--- config.mk ---
export PLATFORM = sky130hd
export DESIGN_NAME = pll_lock_detect
export DESIGN_NICKNAME = d
export VERILOG_FILES = /design/src/rtl/pld_pkg.sv /design/src/rtl/pld_pair_meter.sv /design/src/rtl/pld_window_cmp.sv /design/src/rtl/pld_lock_fsm.sv /design/src/rtl/pll_lock_detect.sv
export SDC_FILE = /design/constraint.sdc
export NUM_CORES = 1
export LEC_CHECK = 0
export ABC_AREA = 1
export ABC_CLOCK_PERIOD_IN_PS = 1700
export BUFFER_PORTS_ARGS = -buffer_cell sky130_fd_sc_hd__buf_4
export CORE_MARGIN = 4
export CORE_UTILIZATION = 59
export DETAILED_ROUTE_END_ITERATION = 10
export PLACE_DENSITY = 0.9
export SLEW_MARGIN = 20
export SYNTH_ARGS = -nofsm -noshare
export SYNTH_HDL_FRONTEND = slang
export SYNTH_SLANG_ARGS = --single-unit
--- constraint.sdc ---
create_clock -name clk_i -period 1.7 [get_ports clk_i]
set_clock_uncertainty 0.2 [all_clocks]
set_input_delay 0.34 -clock clk_i [delete_from_list [all_inputs] [get_ports clk_i]]
set_output_delay 0.34 -clock clk_i [all_outputs]
set_load 0.1 [all_outputs]
--- src/rtl/pld_pkg.sv ---
package pld_pkg;
  typedef enum logic [1:0] {
    PS_IDLE     = 2'd0,
    PS_WAIT_FB  = 2'd1,
    PS_WAIT_REF = 2'd2
  } pair_st_e;
endpackage

--- src/rtl/pld_pair_meter.sv ---
module pld_pair_meter
  import pld_pkg::*;
#(
  parameter int SAT   = 26,
  parameter int ERR_W = 5
) (
  input  logic             clk_i,
  input  logic             rst_ni,
  input  logic             clr_i,
  input  logic             ref_i,
  input  logic             fb_i,
  output logic             valid_o,
  output logic             miss_o,
  output logic [ERR_W-1:0] err_o
);
  localparam logic [ERR_W-1:0] SatV = ERR_W'(SAT);
  localparam logic [ERR_W-1:0] OneV = ERR_W'(1);

  pair_st_e         st_q;
  logic [ERR_W-1:0] cnt_q;
  logic             partner, same;

  always_comb begin
    partner = (st_q == PS_WAIT_FB) ? fb_i  : ref_i;
    same    = (st_q == PS_WAIT_FB) ? ref_i : fb_i;
  end

  always_ff @(posedge clk_i or negedge rst_ni) begin
    if (!rst_ni) begin
      st_q    <= PS_IDLE;
      cnt_q   <= '0;
      valid_o <= 1'b0;
      miss_o  <= 1'b0;
      err_o   <= '0;
    end else if (clr_i) begin
      st_q    <= PS_IDLE;
      cnt_q   <= '0;
      valid_o <= 1'b0;
      miss_o  <= 1'b0;
      err_o   <= '0;
    end else begin
      valid_o <= 1'b0;
      miss_o  <= 1'b0;
      if (st_q == PS_IDLE) begin
        if (ref_i && fb_i) begin
          valid_o <= 1'b1;
          err_o   <= '0;
        end else if (ref_i) begin
          st_q  <= PS_WAIT_FB;
          cnt_q <= OneV;
        end else if (fb_i) begin
          st_q  <= PS_WAIT_REF;
          cnt_q <= OneV;
        end
      end else begin
        if (partner) begin
          valid_o <= 1'b1;
          err_o   <= cnt_q;
          // a coincident leading edge opens the next pair in the same direction
          if (same) cnt_q <= OneV;
          else      st_q  <= PS_IDLE;
        end else if (same) begin
          valid_o <= 1'b1;
          miss_o  <= 1'b1;
          err_o   <= SatV;
          cnt_q   <= OneV;
        end else if (cnt_q != SatV) begin
          cnt_q <= cnt_q + OneV;
        end
      end
    end
  end


  err_range_chk: assert property (@(posedge clk_i) disable iff (!rst_ni)
    valid_o |-> (err_o <= SatV));


  miss_valid_chk: assert property (@(posedge clk_i) disable iff (!rst_ni)
    miss_o |-> (valid_o && err_o == SatV));


  meter_clr_chk: assert property (@(posedge clk_i) disable iff (!rst_ni)
    clr_i |=> !valid_o);
endmodule

--- src/rtl/pld_window_cmp.sv ---
module pld_window_cmp #(
  parameter int TIGHT_TICKS   = 3,
  parameter int LOOSE_TICKS   = 10,
  parameter int RELEASE_TICKS = 25,
  parameter int ERR_W         = 5
) (
  input  logic             valid_i,
  input  logic             miss_i,
  input  logic [ERR_W-1:0] err_i,
  input  logic             prec_sel_i,
  output logic             acq_ok_o,
  output logic             rel_hit_o
);
  localparam logic [ERR_W-1:0] TightV = ERR_W'(TIGHT_TICKS);
  localparam logic [ERR_W-1:0] LooseV = ERR_W'(LOOSE_TICKS);
  localparam logic [ERR_W-1:0] RelV   = ERR_W'(RELEASE_TICKS);

  logic [ERR_W-1:0] acq_thr;

  always_comb begin
    acq_thr   = prec_sel_i ? TightV : LooseV;
    acq_ok_o  = valid_i && !miss_i && (err_i < acq_thr);
    rel_hit_o = valid_i && (miss_i || (err_i > RelV));
  end


  always_comb begin
    window_excl_chk: assert (!(acq_ok_o && rel_hit_o));
  end
endmodule

--- src/rtl/pld_lock_fsm.sv ---
module pld_lock_fsm #(
  parameter int LOCK_CYCLES = 5,
  parameter int RUN_W       = 3
) (
  input  logic clk_i,
  input  logic rst_ni,
  input  logic clr_i,
  input  logic valid_i,
  input  logic acq_ok_i,
  input  logic rel_hit_i,
  output logic lock_o
);
  localparam logic [RUN_W-1:0] LastV = RUN_W'(LOCK_CYCLES - 1);

  logic             lock_q;
  logic [RUN_W-1:0] run_q;

  always_ff @(posedge clk_i or negedge rst_ni) begin
    if (!rst_ni) begin
      lock_q <= 1'b0;
      run_q  <= '0;
    end else if (clr_i) begin
      lock_q <= 1'b0;
      run_q  <= '0;
    end else if (!lock_q) begin
      if (valid_i) begin
        if (!acq_ok_i) begin
          run_q <= '0;
        end else if (run_q == LastV) begin
          lock_q <= 1'b1;
          run_q  <= '0;
        end else begin
          run_q <= run_q + RUN_W'(1);
        end
      end
    end else if (rel_hit_i) begin
      lock_q <= 1'b0;
      run_q  <= '0;
    end
  end

  assign lock_o = lock_q;


  lock_hold_chk: assert property (@(posedge clk_i) disable iff (!rst_ni)
    (lock_q && !clr_i && !rel_hit_i) |=> lock_q);


  lock_release_chk: assert property (@(posedge clk_i) disable iff (!rst_ni)
    (lock_q && rel_hit_i) |=> !lock_q);


  pd_clear_chk: assert property (@(posedge clk_i) disable iff (!rst_ni)
    clr_i |=> (!lock_q && run_q == '0));


  run_clear_chk: assert property (@(posedge clk_i) disable iff (!rst_ni)
    (!lock_q && valid_i && !acq_ok_i) |=> (run_q == '0 && !lock_q));


  lock_rise_chk: assert property (@(posedge clk_i) disable iff (!rst_ni)
    $rose(lock_q) |-> $past(valid_i && acq_ok_i && !clr_i));


  run_bound_chk: assert property (@(posedge clk_i) disable iff (!rst_ni)
    run_q <= LastV);
endmodule

--- src/rtl/pll_lock_detect.sv ---
module pll_lock_detect #(
  parameter int TIGHT_TICKS   = 3,
  parameter int LOOSE_TICKS   = 10,
  parameter int RELEASE_TICKS = 25,
  parameter int LOCK_CYCLES   = 5
) (
  input  logic clk_i,
  input  logic rst_ni,
  input  logic pwr_dn_i,
  input  logic ref_pulse_i,
  input  logic fb_pulse_i,
  input  logic prec_sel_i,
  output logic lock_o
);
  localparam int SAT   = RELEASE_TICKS + 1;
  localparam int ERR_W = $clog2(SAT + 1);
  localparam int RUN_W = $clog2(LOCK_CYCLES + 1);

  logic             meas_valid, meas_miss, acq_ok, rel_hit;
  logic [ERR_W-1:0] meas_err;

  pld_pair_meter #(
    .SAT   (SAT),
    .ERR_W (ERR_W)
  ) i_meter (
    .clk_i   (clk_i),
    .rst_ni  (rst_ni),
    .clr_i   (pwr_dn_i),
    .ref_i   (ref_pulse_i),
    .fb_i    (fb_pulse_i),
    .valid_o (meas_valid),
    .miss_o  (meas_miss),
    .err_o   (meas_err)
  );

  pld_window_cmp #(
    .TIGHT_TICKS   (TIGHT_TICKS),
    .LOOSE_TICKS   (LOOSE_TICKS),
    .RELEASE_TICKS (RELEASE_TICKS),
    .ERR_W         (ERR_W)
  ) i_window (
    .valid_i    (meas_valid),
    .miss_i     (meas_miss),
    .err_i      (meas_err),
    .prec_sel_i (prec_sel_i),
    .acq_ok_o   (acq_ok),
    .rel_hit_o  (rel_hit)
  );

  pld_lock_fsm #(
    .LOCK_CYCLES (LOCK_CYCLES),
    .RUN_W       (RUN_W)
  ) i_fsm (
    .clk_i     (clk_i),
    .rst_ni    (rst_ni),
    .clr_i     (pwr_dn_i),
    .valid_i   (meas_valid),
    .acq_ok_i  (acq_ok),
    .rel_hit_i (rel_hit),
    .lock_o    (lock_o)
  );


  top_pd_chk: assert property (@(posedge clk_i) disable iff (!rst_ni)
    pwr_dn_i |=> !lock_o);
endmodule

; Yosys cells after proc, flatten, opt, wreduce, memory -nomap -nowiden
; Index checks and enable logic that the tools add are counted.
[word_totals]
ff_bits = 18
output_inout_bits = 1
wordCells = 79
inputBits = 6
[classes]
n_mux = 44
eq_ne = 9
magnitude_cmp = 2
addsub = 2
reduce_logical = 15
[ops]
columns = operator, count
row1 = two-way mux 5 bit, 14
row2 = two-way mux 3 bit, 6
row3 = two-way mux 1 bit, 16
row4 = two-way mux 2 bit, 7
row5 = "inequality test 3 bit, second input constant", 3
row6 = "inequality test 4 bit, second input constant", 2
row7 = AND reduction 4 bit, 2
row8 = nonzero test 4 bit, 2
row9 = nonzero test 3 bit, 2
row10 = "adder 5 x 1 -> 5 bit, second input constant", 1
row11 = "> comparator 5 bit, second input constant", 1
row12 = less-than comparator 5 bit, 1
row13 = "inequality test 5 bit, second input constant", 1
row14 = logical AND 1 bit, 4
row15 = two-way mux 4 bit, 1
row16 = AND reduction 2 bit, 2
row17 = "adder 3 x 1 -> 3 bit, second input constant", 1
row18 = "== test 3 bit, second input constant", 1
row19 = "inequality test 3 x 2 -> 1 bit, second input constant", 1
row20 = "== test 2 x 1 -> 1 bit, second input constant", 1
row21 = logical NOT 2 bit, 1
row22 = logical NOT 1 bit, 1
row23 = logical OR 1 bit, 1

; Longest topological paths before layout
; Gate-level depths: netlist of the first run.
[logic_depth]
word_depth = 7
ltp_mapped = 9
depth_no_buf = 9

; Hierarchy
; A second synthesis of the first run with hierarchy kept.
[hier_totals]
cells_unflattened = 160
area_unflattened_um2 = 1202.4
[modules_own_cells]
columns = mod, area_each_um2, instances, cells_per_inst
row1 = pld_pair_meter, 842.1, 1, 109
row2 = pld_lock_fsm, 269.0, 1, 32
row3 = pld_window_cmp, 91.3, 1, 19

; Worst setup path after synthesis of the first run
; OpenSTA, ideal clock, no wires.
[synth_path]
path_kind = register to register
from = register i_fsm.lock_q (netlist: i_fsm.lock_o)
to = register i_fsm.run_q[2]
setup_ns = 0.065
setup_slack_ns = 0.005
arrival_ns = 1.430
path_stages_with_launch = 7
path_buffers = 0
path_cell_list = dfrtp_1 > inv_1 > nor2_1 > nand2_1 > nand2_1 > nand2_1 > nand2_1
[synth_between]
elab_chain_cells = 2
elab_cells_between_ends = 5
[synth_rtl]
columns = item, line_no
row1 = start: declaration, pld_lock_fsm.sv:15  ; logic lock_q;
row2 = start signal: assignment, pld_lock_fsm.sv:20  ; lock_q <= 1'b0;
row3 = start signal: assignment, pld_lock_fsm.sv:23  ; lock_q <= 1'b0;
row4 = start signal: assignment, pld_lock_fsm.sv:30  ; lock_q <= 1'b1;
row5 = "inequality test 3 x 2 -> 1 bit (no source line), or another cell as far along", -
row6 = AND reduction 2 bit (no source line) / two-way mux 3 bit (equally long branches), -
row7 = end signal: assignment, pld_lock_fsm.sv:33  ; run_q <= run_q + RUN_W'(1);
row8 = end: declaration, pld_lock_fsm.sv:16  ; logic [RUN_W-1:0] run_q;
; Several ways; a longest one is shown, not always the timed one.
; A chain may end at the register's enable or synchronous reset.

; Final worst setup path of the first run
[layout_path]
from = register i_meter.cnt_q[0]
to = register i_meter.cnt_q[0]
[layout_between]
elab_chain_cells = 6
elab_cells_between_ends = 9
[layout_rtl]
columns = item, line_no
row1 = start: declaration, pld_pair_meter.sv:20  ; logic [ERR_W-1:0] cnt_q;
row2 = start signal: assignment, pld_pair_meter.sv:50  ; cnt_q <= OneV;
row3 = start signal: assignment, pld_pair_meter.sv:53  ; cnt_q <= OneV;
row4 = start signal: assignment, pld_pair_meter.sv:60  ; if (same) cnt_q <= OneV;
row5 = adder 5 x 1 -> 5 bit, pld_pair_meter.sv:68  ; cnt_q <= cnt_q + OneV;
row6 = two-way mux 5 bit, pld_pair_meter.sv:67  ; end else if (cnt_q != SatV) begin
row7 = two-way mux 5 bit, pld_pair_meter.sv:62  ; end else if (same) begin
row8 = two-way mux 5 bit, pld_pair_meter.sv:56  ; if (partner) begin
row9 = two-way mux 5 bit, pld_pair_meter.sv:44  ; if (st_q == PS_IDLE) begin
row10 = two-way mux 5 bit, pld_pair_meter.sv:35  ; end else if (clr_i) begin
; Several ways; a longest one is shown, not always the timed one. The select of a mux whose other input is x is not followed.

==> metrics.md, run 1 <==
| Metric | Value |
|---|---|
| VDD IR max | `0.522 mV` |
| Core Box Area | `~0.0018 mm2` |
| TritonCTS clock tree | `done` |
| Reg2reg path depth | `8` |
| Final setup fails | `0` |
| CTS sink cnt | `18` |
| GRT overflow | `0` |
| CP Cell Sequence | `inv_1, ha_1, nand4_1, nand2_1, nand3_4, nand2_4, nand2_1, nand2_1` |
| Share of layout cells above drive strength 1 | `roughly 15%` |
| Worst stage delay on the critical path | `470 ps` |
| RSZ-0062 raised after global routing | `no` |
| Slowest cell on the critical path | `dfrtp_1` |
| Crit-path max FO | `7` |
| Post-synthesis sequential area ratio | `38.5%` |
| Num CTS Buffers | `3` |
| Final #Nets | `177` |
| Largest net degree at the start of global routing | `19` |
| Die Wd | `52.5 um` |
| First-pass GRT wire length | `3.88 mm` |
| Syn Area/Cell | `7.49 um2` |
| Final core occ | `70.0%` |
| Fmax | `~0.65 GHz` |
| Area delta synth->final | `7.92%` |
| TNS Setup | `0 ps` |
| Initial drt markers | `16` |
| Routability Congestion | `0.874` |
| R2R Path End | `i_meter.cnt_q[0]` |
| Die Y | `52.5 um` |
| Clock latency on the worst-skew pair | `300 ps` |
| Mapped Nets | `167` |
| Die footprint | `roughly 0.0028 mm2` |
| Drc violations | `0` |
| Placed insts | `185` |
| Port Buffers | `6` |
| Ant diodes | `0` |
| Total number of vias | `about 980` |
| #FFs+latches synth | `18` |
| Syn Inst Count | `156` |
| Total chip power | `0.000846 W` |
| Routed wire length | `between 2 and 2.5 mm` |
| Minimum period implied by the final worst setup slack | `1530 ps` |
| Worst Hold Depth | `3` |
| Final Cycle Share | `90.2%` |
| Mapped cell area | `0.00117 mm2` |
| Register area | `450 um2` |
| Final hold slack | `138 ps` |
| Initial Utilization | `64.9%` |
| CP Launch Type | `register` |
| # rows | `15` |
| Final count of pins violating max slew | `0` |
| Vias/cell | `between 5 and 6` |
| Worst path most repeated cell | `nand2_1` |
| Multi-input gate area | `608 um2` |
| Final hold viol count | `0` |
| Initial antenna violation count | `0` |
| Critical path type | `register to register` |
| CP endpoint kind | `register` |
| Drt first pass iters | `4` |
| Drt wl/cell | `11.5 um` |
| Status | `complete, no violations` |
| Number of routed nets with antenna violations | `0` |
| Pleak | `0.681 nW` |
| IO Pins | `7` |
| H-Tree Level Count | `1` |
| RR Startpoint | `i_meter.cnt_q[0]` |
| Reg2reg setup slack | `between 150 and 200 ps` |
| Fin cells | `189` |
| PD cells | `670 mW/mm2` |
| Area leader, netlist | `dfrtp_1` |
| Critical Path RT | `1700 ps` |
| Worst hold path type | `input port to register` |
| Vias in the first global route | `956` |
| Post-CTS setup buffers | `0` |
| Actual slew at the worst max-slew pin | `approximately 280 ps` |
| CTS max path bufs | `2` |
| CP Data Arrival Time | `1530 ps` |
| Critical Path End | `i_meter.cnt_q[0]` |
| Maxcap violations | `0` |
| Slew HR | `roughly 80%` |
| Top-area cell type share of the netlist area | `38.5%` |
| Post-DP HPWL | `roughly 1.7 mm` |
| Post-synthesis cell type count | `23` |
| Root Buffer | `clkbuf_4` |
| Gr usage total | `19.0%` |
| Ys Warns | `0` |
| Reg clk slew, reported paths | `approximately 100 ps` |
| Crit. Startpoint | `i_meter.cnt_q[0]` |
| Fill count | `158` |
| Top post-synthesis cells by area | `dfrtp_1, nand2_1, inv_1, nand3_1, ha_1` |
area by class of cell:
class	count	share of cell area, %
clock buffer	3	1.79
inverter	25	7.44
multi-input combinational	111	48.2
sequential	18	35.7
tap	25	2.48
timing repair buffer	7	4.37
worst max-delay path, delay by kind of cell (launching register included):
family | cells | cell delay [ps]
buffers and inverters | 1 | 80
DFF | 1 | 470
and+or+nand+nor | 6 | 490
adders and majority gates | 1 | 200
cell families after synthesis:
| family | after synthesis | share of synthesized area [%] |
|---|---|---|
| buf+inv | 27 | 9.42 |
| fa+ha+maj | 5 | 5.35 |
| simple gates | 92 | 39.0 |
| flops | 18 | 38.5 |
| compound gates | 13 | 6.96 |
| xor+xnor | 1 | 0.750 |
where the power goes:
group | internal, W | switching, W
logic | 0.0000562 | 0.000111
registers | 0.000447 | 0.0000198
clock network | 0.0000827 | 0.000129
repair_timing:
action,4_1_cts,5_1_grt
setup endpoints to repair,0,0
hold buffers,1,0
hold endpoints to repair,18,0
resized for setup,0,0
metrics by stage:
step / setup WS (ps) / instance area (um2)
final: 166 / 1260
after global placement: 218 / 1230
after global routing: 51.5 / 1260
after detailed placement: 175 / 1230
after CTS: 176 / 1260
after floorplan: 4.79 / 1170
registers in the layout, indices dropped and copies added, names as in the netlist:
register / flops
i_meter.st_q: 2
i_meter.cnt_q: 5
i_meter.miss_o: 1
i_fsm.run_q: 3
i_meter.err_o: 5
i_fsm.lock_o: 1
i_meter.valid_o: 1
metal layers:
metal  up-vias  GRT usage, %  wire [um]
met4         0          7.23         34
met2        23          33.9       1050
met5         -             0          0
met3         4          3.42         74
li1        509             -          -
met1       442          22.2       1020
synthesized netlist by cell type:
cell type and count:
nand2_1 47, inv_1 23, dfrtp_1 18, nand3_1 15, nor2_1 13, ha_1 5
nand4_1 5, o21ai_0 5, o21ai_1 5, nor2_4 4, inv_2 2, nand2_2 2
nand2_4 2, a31oi_1 1, buf_2 1, buf_6 1, nand3_2 1, nand3_4 1
nor3_2 1, o21ai_2 1, o21ai_4 1, or2_2 1, xnor2_1 1
how the worst min path moves through the flow:
| stage | start | end |
|---|---|---|
| final | ref_pulse_i | i_meter.st_q[0] |
| after global routing | pwr_dn_i | i_meter.valid_o |
| after CTS | ref_pulse_i | i_meter.st_q[0] |
| after detailed placement | rst_ni | i_meter.cnt_q[2] |
| after global placement | rst_ni | i_meter.cnt_q[3] |
| after floorplan | rst_ni | i_fsm.lock_o |
placed cells by master, fill, tap and decap left out, drive strengths merged:
| cell type | n |
|---|---|
| a31oi | 1 |
| or2 | 1 |
| clkbuf | 3 |
| nor3 | 1 |
| xnor2 | 1 |
| ha | 5 |
| nand4 | 5 |
| dlygate4sd3 | 1 |
| o21ai | 12 |
| dfrtp | 18 |
| nor2 | 17 |
| nand3 | 17 |
| nand2 | 51 |
| inv | 25 |
| buf | 6 |
Power figures use the tool's default switching activity.
==> run 2: changes to the inputs <==
- RECOVER_POWER: unset -> 25
==> run 2 against run 1 <==
  * Flip-flop and latch count unchanged
  * Worst setup slack unchanged
  * Die area unchanged
  * Critical path depth unchanged
  * Final cell count unchanged
  * Routed wire length about the same
  * Non-clock buffer count unchanged
  * Via count unchanged
  * First-iteration DRC count unchanged
  * Largest power group unchanged
  * Sequential share of layout area up 0.071 points
  * Worst hold slack unchanged
==> metrics.md, run 2 (synthesis gave the netlist of run 1 again) <==
| Metric | Value |
|---|---|
| Final setup fails | `0 (unchanged)` |
| Drt first pass iters | `4 (unchanged)` |
| Routed wire length | `2.18 mm (about the same)` |
| CP Launch Type | `register` |
| Reg2reg setup slack | `170 ps (about the same)` |
| GRT overflow | `0 (unchanged)` |
| Critical path type | `register to register` |
| Slowest cell on the critical path | `dfrtp_1` |
| CTS sink cnt | `18 (unchanged)` |
| Worst stage delay on the critical path | `470 ps (about the same)` |
| Top flop regs | `i_meter.cnt_q x5, i_meter.err_o x5, i_fsm.run_q x3` |
| Hold EP | `i_meter.st_q[0]` |
| Initial antenna violation count | `0 (unchanged)` |
| Root Buffer | `clkbuf_4` |
| CP endpoint kind | `register` |
| Status | `complete, no violations` |
| CTS max path bufs | `2 (unchanged)` |
| Initial drt markers | `16 (unchanged)` |
| Port Buffers | `6 (unchanged)` |
| TNS Setup | `0 ps (unchanged)` |
| Worst path most repeated cell | `nand2_1` |
| Routability Congestion | `0.874 (unchanged)` |
| Actual slew at the worst max-slew pin | `459 ps (+177 ps)` |
| RR Startpoint | `i_meter.cnt_q[0]` |
| Minimum period implied by the final worst setup slack | `1530 ps (unchanged)` |
| Worst Hold Depth | `3 (unchanged)` |
| Placed insts | `185 (unchanged)` |
| First-pass GRT wire length | `3.88 mm (unchanged)` |
| R2R Path End | `i_meter.cnt_q[0]` |
| Initial Utilization | `64.9% (unchanged)` |
| Reg2reg path depth | `8 (unchanged)` |
| Final #Nets | `177 (unchanged)` |
| Critical Path RT | `1700 ps (about the same)` |
| Maxcap violations | `0 (unchanged)` |
| Die footprint | `0.00276 mm2 (unchanged)` |
| Worst hold path type | `input port to register` |
| Largest net degree at the start of global routing | `19 (unchanged)` |
| CP Cell Sequence | `inv_1, ha_1, nand4_1, nand2_1, nand3_4, nand2_4, nand2_1, nand2_1` |
| Final hold viol count | `0 (unchanged)` |
| VDD IR max | `0.522 mV (about the same)` |
| Fmax | `0.652 GHz (unchanged)` |
| Post-CTS sizing | `0 (unchanged)` |
| IO Pins | `7 (unchanged)` |
| Ant diodes | `0 (unchanged)` |
| Vias/cell | `5.17 (unchanged)` |
| Drc violations | `0 (unchanged)` |
| Share of layout cells above drive strength 1 | `15.2% (unchanged)` |
| Post-CTS setup buffers | `0 (unchanged)` |
| Total number of vias | `978 (unchanged)` |
| Vias in the first global route | `956 (unchanged)` |
| TritonCTS clock tree | `done` |
| Min-delay src | `ref_pulse_i` |
| Post-DP HPWL | `1.67 mm (unchanged)` |
| Num CTS Buffers | `3 (unchanged)` |
| Final count of pins violating max slew | `0 (unchanged)` |
| Clock latency on the worst-skew pair | `300 ps (about the same)` |
| Drt wl/cell | `11.5 um (about the same)` |
| CP Data Arrival Time | `1530 ps (about the same)` |
| H-Tree Level Count | `1 (unchanged)` |
| Area delta synth->final | `7.71%` |
| Number of routed nets with antenna violations | `0 (unchanged)` |
| # rows | `15 (unchanged)` |
| Fin cells | `189 (unchanged)` |
| Crit-path max FO | `7 (unchanged)` |
| Most frequent cells in the layout | `nand2_1, inv_1, dfrtp_1` |
| Most common cell after layout, fill and taps aside | `nand2_1` |
| Die Y | `52.5 um (unchanged)` |
| PD cells | `671 mW/mm2 (+0.10%)` |
| Pleak | `0.680 nW (about the same)` |
| Core Box Area | `0.00180 mm2 (unchanged)` |
| Final hold slack | `138 ps (unchanged)` |
| Reg clk slew, reported paths | `100 ps (about the same)` |
| Final Cycle Share | `90.2% (unchanged)` |
| RSZ-0062 raised after global routing | `no` |
| Gr usage total | `19.0% (unchanged)` |
| Die Wd | `52.5 um (unchanged)` |
| Slew HR | `69.4% (-12 points)` |
run 2: area by class of cell:
cell class	count	area (um2)
clock buffers	3	22.5
fillers	159	543
inverters	25	93.8
multi-input cells	111	608
flip-flops and latches	18	450
well taps	25	31.3
repair buffers	7	52.6
run 2: worst max path at each step:
stage                     depth (start not counted)              from          endpoint
after global placement                            9        prec_sel_i      i_fsm.lock_o
after detailed placement                          9        prec_sel_i    i_fsm.run_q[2]
after global routing                              8  i_meter.cnt_q[0]  i_meter.cnt_q[0]
final                                             8  i_meter.cnt_q[0]  i_meter.cnt_q[0]
after floorplan                                   6      i_fsm.lock_o    i_fsm.run_q[2]
after CTS                                         1      i_fsm.lock_o            lock_o
run 2: where the power goes:
part	internal (W)	switching [W]
clock	0.0000827	0.000129
sequential	0.000447	0.0000198
combinational	0.0000554	0.000111
total	0.000585	0.000259
run 2: metrics by stage:
stage | total power (W) | util [%] | area, um2 | setup slack, ps
3_5_place_dp | 0.000639 | 68.2 | 1230 | 175
2_1_floorplan | 0.000593 | - | 1170 | 4.79
6_report | 0.000845 | 69.9 | 1260 | 166
4_1_cts | 0.000845 | 70.0 | 1260 | 176
3_3_place_gp | 0.000631 | 68.2 | 1230 | 218
5_1_grt | 0.000882 | 69.9 | 1260 | 51.5
run 2: repair_timing:
action                     CTS  global route
setup endpoints to repair    0             0
hold buffers                 1             0
hold endpoints to repair    18             0
run 2: critical path: cells and delay by family (launching register included):
kind / cells / cell delay [ps]
simple gates: 6 / 490
flops: 1 / 470
fa+ha+maj: 1 / 200
buf+inv: 1 / 80
run 2: routing by layer:
metal,vias to the layer above,wire (um),GRT usage (%),part of all wire [%]
met5,-,0,0,0
met1,442,1020,22.2,47
li1,509,-,-,-
met4,0,34,7.23,1.6
met2,23,1050,33.9,48
met3,4,74,3.42,3.4
